`src/rtl/lic_pkg.sv`:
```
package lic_pkg;

    // Register selector produced by the slot decoder
    typedef enum logic [4:0] {
        SEL_ID       = 5'd0,
        SEL_VERSION  = 5'd1,
        SEL_TASKPRI  = 5'd2,
        SEL_EOI      = 5'd3,
        SEL_LOGDEST  = 5'd4,
        SEL_DESTFMT  = 5'd5,
        SEL_SPUR     = 5'd6,
        SEL_ERRSTAT  = 5'd7,
        SEL_VEC0     = 5'd8,
        SEL_VEC1     = 5'd9,
        SEL_VEC2     = 5'd10,
        SEL_VEC3     = 5'd11,
        SEL_VEC4     = 5'd12,
        SEL_VEC5     = 5'd13,
        SEL_TMR_INIT = 5'd14,
        SEL_TMR_CUR  = 5'd15,
        SEL_TMR_DIV  = 5'd16,
        SEL_NONE     = 5'd31
    } sel_e;

    // 8-byte slot numbers (offset >> 3)
    localparam int SLOT_ID        = 'h20  >> 3;
    localparam int SLOT_VERSION   = 'h30  >> 3;
    localparam int SLOT_TASKPRI   = 'h80  >> 3;
    localparam int SLOT_EOI       = 'hB0  >> 3;
    localparam int SLOT_LOGDEST   = 'hD0  >> 3;
    localparam int SLOT_DESTFMT   = 'hE0  >> 3;
    localparam int SLOT_SPUR      = 'hF0  >> 3;
    localparam int SLOT_ERRSTAT   = 'h280 >> 3;
    localparam int SLOT_VEC_FIRST = 'h320 >> 3;
    localparam int NUM_VEC        = 6;
    localparam int VEC_STRIDE     = 2;
    localparam int SLOT_VEC_LAST  = SLOT_VEC_FIRST + VEC_STRIDE * (NUM_VEC - 1);
    localparam int SLOT_TMR_INIT  = 'h380 >> 3;
    localparam int SLOT_TMR_CUR   = 'h390 >> 3;
    localparam int SLOT_TMR_DIV   = 'h3E0 >> 3;

    // Write rules
    localparam logic [31:0] DESTFMT_FORCE = 32'h0FFF_FFFF;
    localparam logic [31:0] VEC_RO_MASK   = 32'h0000_5000;
    localparam logic [31:0] VEC_RESET     = 32'h0001_0000;
    localparam logic [31:0] SPUR_RESET    = 32'h0000_00FF;
    localparam logic [3:0]  DIV_MASK      = 4'hB;
    localparam int          SPUR_EN_BIT   = 8;

endpackage

```
`src/rtl/lic_decode.sv`:
```
module lic_decode
    import lic_pkg::*;
#(
    parameter int ADDR_W = 12
) (
    input  logic [ADDR_W-1:0] offset,
    input  logic [2:0]        len_m1,
    output sel_e              sel,
    output logic              bad
);
    localparam int SLOT_W = ADDR_W - 3;

    logic [SLOT_W-1:0] slot;
    logic [3:0]        last_byte;
    int                slot_i;

    assign slot      = offset[ADDR_W-1:3];
    assign slot_i    = int'(slot);
    assign last_byte = {1'b0, offset[2:0]} + {1'b0, len_m1};

    always_comb begin
        sel = SEL_NONE;
        if (slot_i >= SLOT_VEC_FIRST && slot_i <= SLOT_VEC_LAST &&
            ((slot_i - SLOT_VEC_FIRST) % VEC_STRIDE) == 0) begin
            sel = sel_e'(5'(int'(SEL_VEC0) + (slot_i - SLOT_VEC_FIRST) / VEC_STRIDE));
        end else begin
            case (slot_i)
                SLOT_ID:       sel = SEL_ID;
                SLOT_VERSION:  sel = SEL_VERSION;
                SLOT_TASKPRI:  sel = SEL_TASKPRI;
                SLOT_EOI:      sel = SEL_EOI;
                SLOT_LOGDEST:  sel = SEL_LOGDEST;
                SLOT_DESTFMT:  sel = SEL_DESTFMT;
                SLOT_SPUR:     sel = SEL_SPUR;
                SLOT_ERRSTAT:  sel = SEL_ERRSTAT;
                SLOT_TMR_INIT: sel = SEL_TMR_INIT;
                SLOT_TMR_CUR:  sel = SEL_TMR_CUR;
                SLOT_TMR_DIV:  sel = SEL_TMR_DIV;
                default:       sel = SEL_NONE;
            endcase
        end
    end

    assign bad = (sel == SEL_NONE) || (last_byte > 4'd7);

endmodule

```
`src/rtl/lic_errstat.sv`:
```
module lic_errstat #(
    parameter int ERR_W = 8
) (
    input  logic             clk,
    input  logic             rst_n,
    input  logic             wr_hit,
    input  logic             rd_hit,
    input  logic [ERR_W-1:0] err_log,
    output logic [ERR_W-1:0] value
);
    typedef enum logic [0:0] {
        ES_DISARMED = 1'b0,
        ES_ARMED    = 1'b1
    } es_state_e;

    es_state_e        state_q, state_d;
    logic             clear_now;
    logic [ERR_W-1:0] value_q;

    // State register
    always_ff @(posedge clk) begin
        if (!rst_n) state_q <= ES_DISARMED;
        else        state_q <= state_d;
    end

    // Next state and outputs
    always_comb begin
        state_d   = state_q;
        clear_now = 1'b0;
        unique case (state_q)
            ES_DISARMED: begin
                if (wr_hit) state_d = ES_ARMED;            // arm
            end
            ES_ARMED: begin
                if (wr_hit) begin
                    state_d   = ES_DISARMED;               // clear
                    clear_now = 1'b1;
                end else if (rd_hit) begin
                    state_d   = ES_DISARMED;               // read-disarm
                end
            end
        endcase
    end

    always_ff @(posedge clk) begin
        if (!rst_n) value_q <= '0;
        else        value_q <= (clear_now ? '0 : value_q) | err_log;
    end

    assign value = value_q;

    AST_ARM_KEEPS_VALUE: assert property (@(posedge clk) disable iff (!rst_n)
        (state_q == ES_DISARMED && wr_hit) |=> (value_q == ($past(value_q) | $past(err_log))));
    AST_CLEAR_ZEROES: assert property (@(posedge clk) disable iff (!rst_n)
        (state_q == ES_ARMED && wr_hit) |=> (value_q == $past(err_log)));
    AST_READ_DISARMS: assert property (@(posedge clk) disable iff (!rst_n)
        rd_hit |=> (state_q == ES_DISARMED));
    AST_LOG_CAPTURED: assert property (@(posedge clk) disable iff (!rst_n)
        1'b1 |=> ((value_q & $past(err_log)) == $past(err_log)));

endmodule

```
`src/rtl/lic_regfile.sv`:
```
module lic_regfile
    import lic_pkg::*;
#(
    parameter int          ADDR_W      = 12,
    parameter int          ERR_W       = 8,
    parameter logic [7:0]  CORE_ID     = 8'd3,
    parameter logic [31:0] VERSION_VAL = 32'h0005_0014
) (
    input  logic              clk,
    input  logic              rst_n,
    input  logic              req_valid,
    input  logic              req_write,
    input  logic [ADDR_W-1:0] req_offset,
    input  logic [2:0]        req_len_m1,
    input  logic [31:0]       req_wdata,
    input  logic [ERR_W-1:0]  err_log,
    output logic              rsp_valid,
    output logic              rsp_err,
    output logic [31:0]       rsp_rdata,
    output logic              eoi_pulse,
    output logic              sw_enable
);
    localparam int VIDX_W = $clog2(NUM_VEC);

    sel_e        sel;
    logic        bad;
    logic        acc_ok, wr, rd;
    logic [31:0] rd_val;
    logic [VIDX_W-1:0] vidx;

    logic [7:0]  id_q, taskpri_q, logdest_q;
    logic [3:0]  destfmt_q;
    logic [31:0] spur_q, tmr_init_q;
    logic [3:0]  tmr_div_q;
    logic [31:0] vec_q [NUM_VEC];
    logic [ERR_W-1:0] es_val;

    logic        rsp_valid_q, rsp_err_q, eoi_q;
    logic [31:0] rsp_rdata_q;

    lic_decode #(.ADDR_W(ADDR_W)) u_decode (
        .offset (req_offset),
        .len_m1 (req_len_m1),
        .sel    (sel),
        .bad    (bad)
    );

    assign acc_ok = req_valid && !bad;
    assign wr     = acc_ok && req_write;
    assign rd     = acc_ok && !req_write;

    lic_errstat #(.ERR_W(ERR_W)) u_errstat (
        .clk     (clk),
        .rst_n   (rst_n),
        .wr_hit  (wr && sel == SEL_ERRSTAT),
        .rd_hit  (rd && sel == SEL_ERRSTAT),
        .err_log (err_log),
        .value   (es_val)
    );

    // Plain and masked registers
    always_ff @(posedge clk) begin
        if (!rst_n) begin
            id_q       <= CORE_ID;
            taskpri_q  <= '0;
            logdest_q  <= '0;
            destfmt_q  <= '1;
            spur_q     <= SPUR_RESET;
            tmr_init_q <= '0;
            tmr_div_q  <= '0;
        end else if (wr) begin
            case (sel)
                SEL_ID:       id_q       <= req_wdata[31:24];
                SEL_TASKPRI:  taskpri_q  <= req_wdata[7:0];
                SEL_LOGDEST:  logdest_q  <= req_wdata[31:24];
                SEL_DESTFMT:  destfmt_q  <= req_wdata[31:28];
                SEL_SPUR:     spur_q     <= req_wdata;
                SEL_TMR_INIT: tmr_init_q <= req_wdata;
                SEL_TMR_DIV:  tmr_div_q  <= req_wdata[3:0] & DIV_MASK;
                default: ;
            endcase
        end
    end

    // Vector-table entries with read-only bits
    for (genvar gi = 0; gi < NUM_VEC; gi++) begin : g_vec
        localparam sel_e MY_SEL = sel_e'(5'(int'(SEL_VEC0) + gi));
        logic hit;
        assign hit = wr && (sel == MY_SEL);

        always_ff @(posedge clk) begin
            if (!rst_n)   vec_q[gi] <= VEC_RESET;
            else if (hit) vec_q[gi] <= (req_wdata & ~VEC_RO_MASK) | (vec_q[gi] & VEC_RO_MASK);
        end

        AST_VEC_RO_KEEP: assert property (@(posedge clk) disable iff (!rst_n)
            hit |=> ((vec_q[gi] & VEC_RO_MASK) == ($past(vec_q[gi]) & VEC_RO_MASK)));
    end

    assign vidx = VIDX_W'(int'(sel) - int'(SEL_VEC0));

    // Read mux
    always_comb begin
        rd_val = '0;
        case (sel)
            SEL_ID:       rd_val = {id_q, 24'h0};
            SEL_VERSION:  rd_val = VERSION_VAL;
            SEL_TASKPRI:  rd_val = {24'h0, taskpri_q};
            SEL_LOGDEST:  rd_val = {logdest_q, 24'h0};
            SEL_DESTFMT:  rd_val = {destfmt_q, 28'h0} | DESTFMT_FORCE;
            SEL_SPUR:     rd_val = spur_q;
            SEL_ERRSTAT:  rd_val = {{(32-ERR_W){1'b0}}, es_val};
            SEL_VEC0, SEL_VEC1, SEL_VEC2,
            SEL_VEC3, SEL_VEC4, SEL_VEC5:
                          rd_val = vec_q[vidx];
            SEL_TMR_INIT: rd_val = tmr_init_q;
            SEL_TMR_DIV:  rd_val = {28'h0, tmr_div_q};
            default:      rd_val = '0;
        endcase
    end

    // Response stage
    always_ff @(posedge clk) begin
        if (!rst_n) begin
            rsp_valid_q <= 1'b0;
            rsp_err_q   <= 1'b0;
            rsp_rdata_q <= '0;
            eoi_q       <= 1'b0;
        end else begin
            rsp_valid_q <= req_valid;
            rsp_err_q   <= req_valid && bad;
            rsp_rdata_q <= rd ? rd_val : '0;
            eoi_q       <= wr && (sel == SEL_EOI);
        end
    end

    assign rsp_valid = rsp_valid_q;
    assign rsp_err   = rsp_err_q;
    assign rsp_rdata = rsp_rdata_q;
    assign eoi_pulse = eoi_q;
    assign sw_enable = spur_q[SPUR_EN_BIT];

    AST_RSP_NEXT_CYCLE: assert property (@(posedge clk) disable iff (!rst_n)
        req_valid |=> rsp_valid);
    AST_ERR_NO_DATA: assert property (@(posedge clk) disable iff (!rst_n)
        rsp_err |-> (rsp_rdata == 32'h0));
    AST_SPAN_ERR: assert property (@(posedge clk) disable iff (!rst_n)
        (req_valid && (({1'b0, req_offset[2:0]} + {1'b0, req_len_m1}) > 4'd7)) |=> rsp_err);
    AST_DESTFMT_ONES: assert property (@(posedge clk) disable iff (!rst_n)
        (rd && sel == SEL_DESTFMT) |=> (rsp_rdata[27:0] == 28'hFFF_FFFF));
    AST_VERSION_FIXED: assert property (@(posedge clk) disable iff (!rst_n)
        (rd && sel == SEL_VERSION) |=> (rsp_rdata == VERSION_VAL));
    AST_EOI_WITH_RSP: assert property (@(posedge clk) disable iff (!rst_n)
        eoi_pulse |-> (rsp_valid && !rsp_err));
    AST_SWEN_FOLLOWS: assert property (@(posedge clk) disable iff (!rst_n)
        (wr && sel == SEL_SPUR) |=> (sw_enable == $past(req_wdata[SPUR_EN_BIT])));

endmodule

```
`config.mk`:
```
export PLATFORM = sky130hd
export DESIGN_NAME = lic_regfile
export DESIGN_NICKNAME = d
export VERILOG_FILES = /design/src/rtl/lic_pkg.sv /design/src/rtl/lic_decode.sv /design/src/rtl/lic_errstat.sv /design/src/rtl/lic_regfile.sv
export SDC_FILE = /design/constraint.sdc
export NUM_CORES = 1
export LEC_CHECK = 0
export BUFFER_PORTS_ARGS = -buffer_cell sky130_fd_sc_hd__buf_2
export CORE_MARGIN = 4
export CORE_UTILIZATION = 45
export DETAILED_ROUTE_END_ITERATION = 7
export GPL_ROUTABILITY_DRIVEN = 0
export PLACE_DENSITY = 0.64
export SLEW_MARGIN = 5
export SYNTH_ARGS = -nofsm -noshare
export SYNTH_HDL_FRONTEND = slang
export SYNTH_SLANG_ARGS = --single-unit
export TNS_END_PERCENT = 10
```
`constraint.sdc`:
```
create_clock -name clk -period 11.1 [get_ports clk]
set_input_delay 1.665 -clock clk [delete_from_list [all_inputs] [get_ports clk]]
set_output_delay 1.665 -clock clk [all_outputs]
set_load 0.01 [all_outputs]
```
* Yosys cells after proc, flatten, opt, wreduce, memory -nomap -nowiden
Memory sizes are Yosys's and may differ from the RTL's.
Index checks and enable logic that the tools add are counted.
** Storage, ports and cells
- Register bits :: 139
- Memory bits (writable) :: 192
- Input bits :: 59
- Output and inout bits :: 36
- Logic and storage cells :: 127
- Memories kept :: 1
** Operators by class
- $add $sub $neg :: 5
- Order comparisons :: 3
- Equal/unequal tests :: 27
- Multiplexer cells :: 34
- Bitwise gates (word level) :: 15
- Reductions and logical operators :: 29
** Memories
- vec_q :: words 6, width 32, read ports 7, clocked after memory_dff 0, write ports 6, line lic_regfile.sv:35 : logic [31:0] vec_q [NUM_VEC];
** Operators by type and width (count)
- one-hot mux 32 bit (10 select lines) :: 1
- 2-to-1 mux 32 bit :: 6
- bitwise OR 32 x 15 -> 32 bit :: 6
- one-hot mux 5 bit (11 select lines) :: 1
- == test 9 x 5 -> 1 bit (second input constant) :: 5
- == test 9 x 7 -> 1 bit (second input constant) :: 4
- == test 5 x 4 -> 1 bit (second input constant) :: 7
- logical NOT 32 bit :: 1
- 2-to-1 mux 1 bit :: 23
- == test 5 x 3 -> 1 bit (second input constant) :: 4
- == test 9 x 3 -> 1 bit (second input constant) :: 2
- AND reduction 2 bit :: 8
- logical AND 1 bit :: 15
- == test 5 x 2 -> 1 bit (second input constant) :: 2
- == test 5 bit (second input constant) :: 2
- subtractor 9 x 7 -> 10 bit (second input constant) :: 1
- greater-or-equal comparator 9 x 7 -> 1 bit (second input constant) :: 1
- less-or-equal comparator 9 x 7 -> 1 bit (second input constant) :: 1
- 2-to-1 mux 8 bit :: 1
- bitwise OR 8 bit :: 1
- bitwise OR 1 bit :: 6
- OR reduction 6 bit :: 1
- adder 5 x 1 -> 5 bit :: 1
- adder 5 bit (first input constant) :: 1
- other kinds (11) :: 12

* Logic depth before layout (Yosys ltp)
- Depth after elaboration :: 15
- Depth in mapped cells :: 16
- Depth with buffers taken out :: 12

* Modules after synthesis
Synthesis repeated with hierarchy kept, for this count alone.
** Unflattened totals
- Cells, all modules :: 1381
- Area total of the unflattened synthesis :: 14800.4 um^2
** By module, submodules not included
- lic_regfile :: instances 1, cells each 1266, area an instance 13893.3 um^2, seq. area each 8007.7 um^2
- lic_decode :: instances 1, cells each 75, area an instance 530.5 um^2, seq. area each 0.0 um^2
- lic_errstat :: instances 1, cells each 40, area an instance 376.6 um^2, seq. area each 180.2 um^2

* Worst setup path before layout
Ideal clock, no wire load.
- Kind :: in2reg
- Start :: input req_offset[7]
- End :: memory vec_q[1][0] (enable)
- Library setup time :: 0.387 ns
- Data arrival time :: 5.095 ns
- Required time :: 10.713 ns
- Setup slack :: 5.618 ns
- Cell stages on the path :: 14
- Buffers on the path :: 3
- Path through :: clkbuf_1 -> nor3_1 -> o211a_1 -> ha_1 -> ha_1 -> nor2b_1 -> or3_1 -> a2111oi_2 -> a21o_1 -> nand3_1 -> or4_1 -> clkbuf_1 -> buf_2 -> nand2_1
** RTL lines
- from (decl) :: line lic_regfile.sv:13 : input logic [ADDR_W-1:0] req_offset,
- to (decl) :: line lic_regfile.sv:35

==> impl_metrics.yaml <==
timing:
  setup_violations: 0
  final.setup.tns_ns: 0
  drv_slew: 0
  setup_ws_ns: 4.868
  worst_pin_slew_ns: 1.128
  hold_viol: 0
  fin_crit_sh_pct: 56.15
  finClkSkew_ns: 0.01628
  relSlewSlack_pct: 24.55
  fin_crit_ns: 6.232
  grt_setup_unrepaired: "no"
  fmax_mhz: 160.5
synth:
  syn_area_per_cell_um2: 10.22
  ys_ff_latch: 319
  yosysUniqueCellTypes: 81
  synth_edf_count: 180
  synth_area_leader_cell: "edfxtp_1"
  synth.cells.most_frequent: "213 x nand2_1, 208 x nor2_1, 180 x edfxtp_1, 139 x dfxtp_1, 98 x nand3_1"
  synthesis.nets: 1427
  synth_ff_type: "edfxtp_1"
  synth_area_leaders: "edfxtp_1 39%, dfxtp_1 20%, nand2_1 5.8%"
  ys_async_sr_fraction_pct: 0
  syn_inst: 1359
  ys_seq_area_share_pct: 58.96
  yosys_warnings: 0
  yosysMostFrequentCell: "nand2_1"
  synth_top_cell_area_share_pct: 38.92
  synth_area_um2: 13890
critical_path:
  worst_path_dominant_cell_family: "simple AND/OR/NAND/NOR gates"
  max_stage_delay_ns: 0.69
  cp_cell_sequence: "buf_2 -> nand2_1 -> o211a_1 -> ha_1 -> ha_1 -> nor2b_1 -> or3_1 -> a2111oi_2 -> a21o_1 -> nand3_1 -> nor2_1 -> nand2_1 -> nand2_1 -> buf_4"
  arrival_ns: 6.42
  cp_max_fo: 30
  path_buf_inv: 2
  cp.required_ns: 11.29
  cp-start-kind: "input pin"
  crit_slowest_cell: "nand2_1"
  endpoint_kind: "flip-flop"
  crit_path_frequent_cell: "nand2_1"
  setup.worst_path.class: "in2reg"
floorplan:
  io_pins: 95
  core.rowCount: 64
  die_w_um: 183.7
  die-area_um2: 33730
  die_y_um: 183.7
  initial_utilization_pct: 45.52
  core_um2: 30510
power:
  clkPwrFrac_pct: 43.7
  peakVddDrop_mv: 0.1123
  switching_share_pct: 22.27
  combPwrFrac_pct: 4.7
  powerDensity_nw_per_um2: 159.3
  switching_power_w: 0.0005573
  p_int_w: 0.001945
  seqPwrFrac_pct: 51.6
  p_leak_nw: 5.721
placement:
  hpwl_mm: 22.64
  pre_cts_ws_ns: 4.368
  io_buffers: 94
global_route:
  grt_pass1_wl_mm: 57.84
  grt-ovfl-total: 0
  grt_util_all_layers_pct: 21.51
  grt_max_degree: 76
  antenna_found_initial: 1
  grt_pass1_vias: 10300
clock_tree:
  htree_levels: 2
  numCtsBuffers: 34
  clk_latency_ns: 0.52
  cts.clk_slew.worst_paths_ns: 0.06
  root_buffer: "clkbuf_16"
  clockBufferDepth: 3
  cts.sinks: 319
  cts_tree: "done"
  post-cts-setup-buffer-count: 0
  cts_resized: 0
  postCtsHoldBufs: 0
route:
  drc: 0
  drtPass1Iterations: 6
  ant_nets: 0
  first_iter_violations: 963
  drt-wirelength-per-cell_um: 20.15
  vias: 10560
  totalWireLength_mm: 36.95
  vias_per_cell: 5.759
cells_and_area:
  nets: 1481
  diodes: 0
  area_growth_pct: 13.13
  utilization_pct: 51.49
  drive_above_1_share_pct: 15.09
run:
  max_cap_violations: 0
min_path:
  hold_class: "reg2reg"
status:
  status: "finished clean"
-- worst paths after layout --
path	from	slack [ns]	endpoint	cells past startpoint
worst max-delay path	req_offset[8]	4.87	vec_q[0][3]	14
worst min-delay path	tmr_init_q[29]	0.46	tmr_init_q[29]	2
worst max register to register	vec_q[3][26]	9.73	rsp_rdata[26]	3
worst min register to register	tmr_init_q[29]	0.46	tmr_init_q[29]	2
-- logic make-up (layout without fill, tap and decap cells) --
family,after synthesis,count (layout),share of synthesized area [%]
AND/OR/NAND/NOR,585,585,18.52
flip-flops,319,319,58.96
AO/OA/AOI/OAI,281,281,14.16
buffers and inverters,112,191,3.622
multiplexers,52,52,3.856
adder cells (fa/ha/maj),9,9,0.8109
XOR/XNOR,1,1,0.06308
-- power by group through the flow --
stage / combinational, W / sequential (W) / clock [W]
final: 0.000118 / 0.00129 / 0.00109
after global routing: 0.000130 / 0.00129 / 0.00117
after CTS: 0.000118 / 0.00129 / 0.00111
after detailed placement: 0.000118 / 0.00132 / 0
after global placement: 0.000116 / 0.00132 / 0
after floorplan: 0.0000744 / 0.00131 / 0
-- state kept, by name, summed over array words and instances, names as in the netlist --
signal / flops
rsp_rdata: 32
spur_q: 32
destfmt_q: 4
logdest_q: 8
id_q: 8
tmr_init_q: 32
u_errstat.value: 8
rsp_valid: 1
vec_q: 180
rsp_err: 1
eoi_pulse: 1
u_errstat.state_q: 1
taskpri_q: 8
tmr_div_q: 3
-- per-stage QoR --
step	cells	total power [W]	hold WS, ns	area, um^2
after floorplan	1359	0.001388	0.4373	13890
after global placement	1773	0.001431	0.4447	14650
after detailed placement	1773	0.001434	0.4511	14650
after CTS	1834	0.002518	0.4620	15710
after global routing	1834	0.002590	0.4791	15710
final	1834	0.002502	0.4580	15710
-- area by class of cell --
cell class | instances | area (um^2)
fill | 2732 | 14800
sequential | 319 | 8188
multi-input combinational | 928 | 5249
clock buffer | 50 | 959.7
timing repair buffer | 122 | 683.2
tap | 396 | 495.5
clock inverter | 11 | 105.1
inverter | 8 | 30.03
-- per-layer routing --
layer	vias to the layer above	routed length, um	part of all wire (%)	GRT usage (%)
li1	5019	-	-	-
met1	5076	16190	44	29.90
met2	397	17300	47	34.92
met3	68	2441	6.6	3.522
met4	2	1008	2.7	6.496
met5	-	7	0.019	0
-- worst reg2reg max path, cell delays in order (launching register included) --
cell and delay [ns]:
edfxtp_1 0.36, mux4_2 0.48, o211ai_1 0.26, a31oi_1 0.12
-- placed cells by master (no fill, tap or decap), drive strengths merged, types with 20 or more instances in the layout --
master  instances
a221oi         20
buf           122
nor2          208
mux2i          49
o211ai         31
nand3         100
nand2         216
a221o          29
a21oi          79
edfxtp        180
dfxtp         139
clkbuf         50
o21ai          54
(Power assumes the default switching activity.)
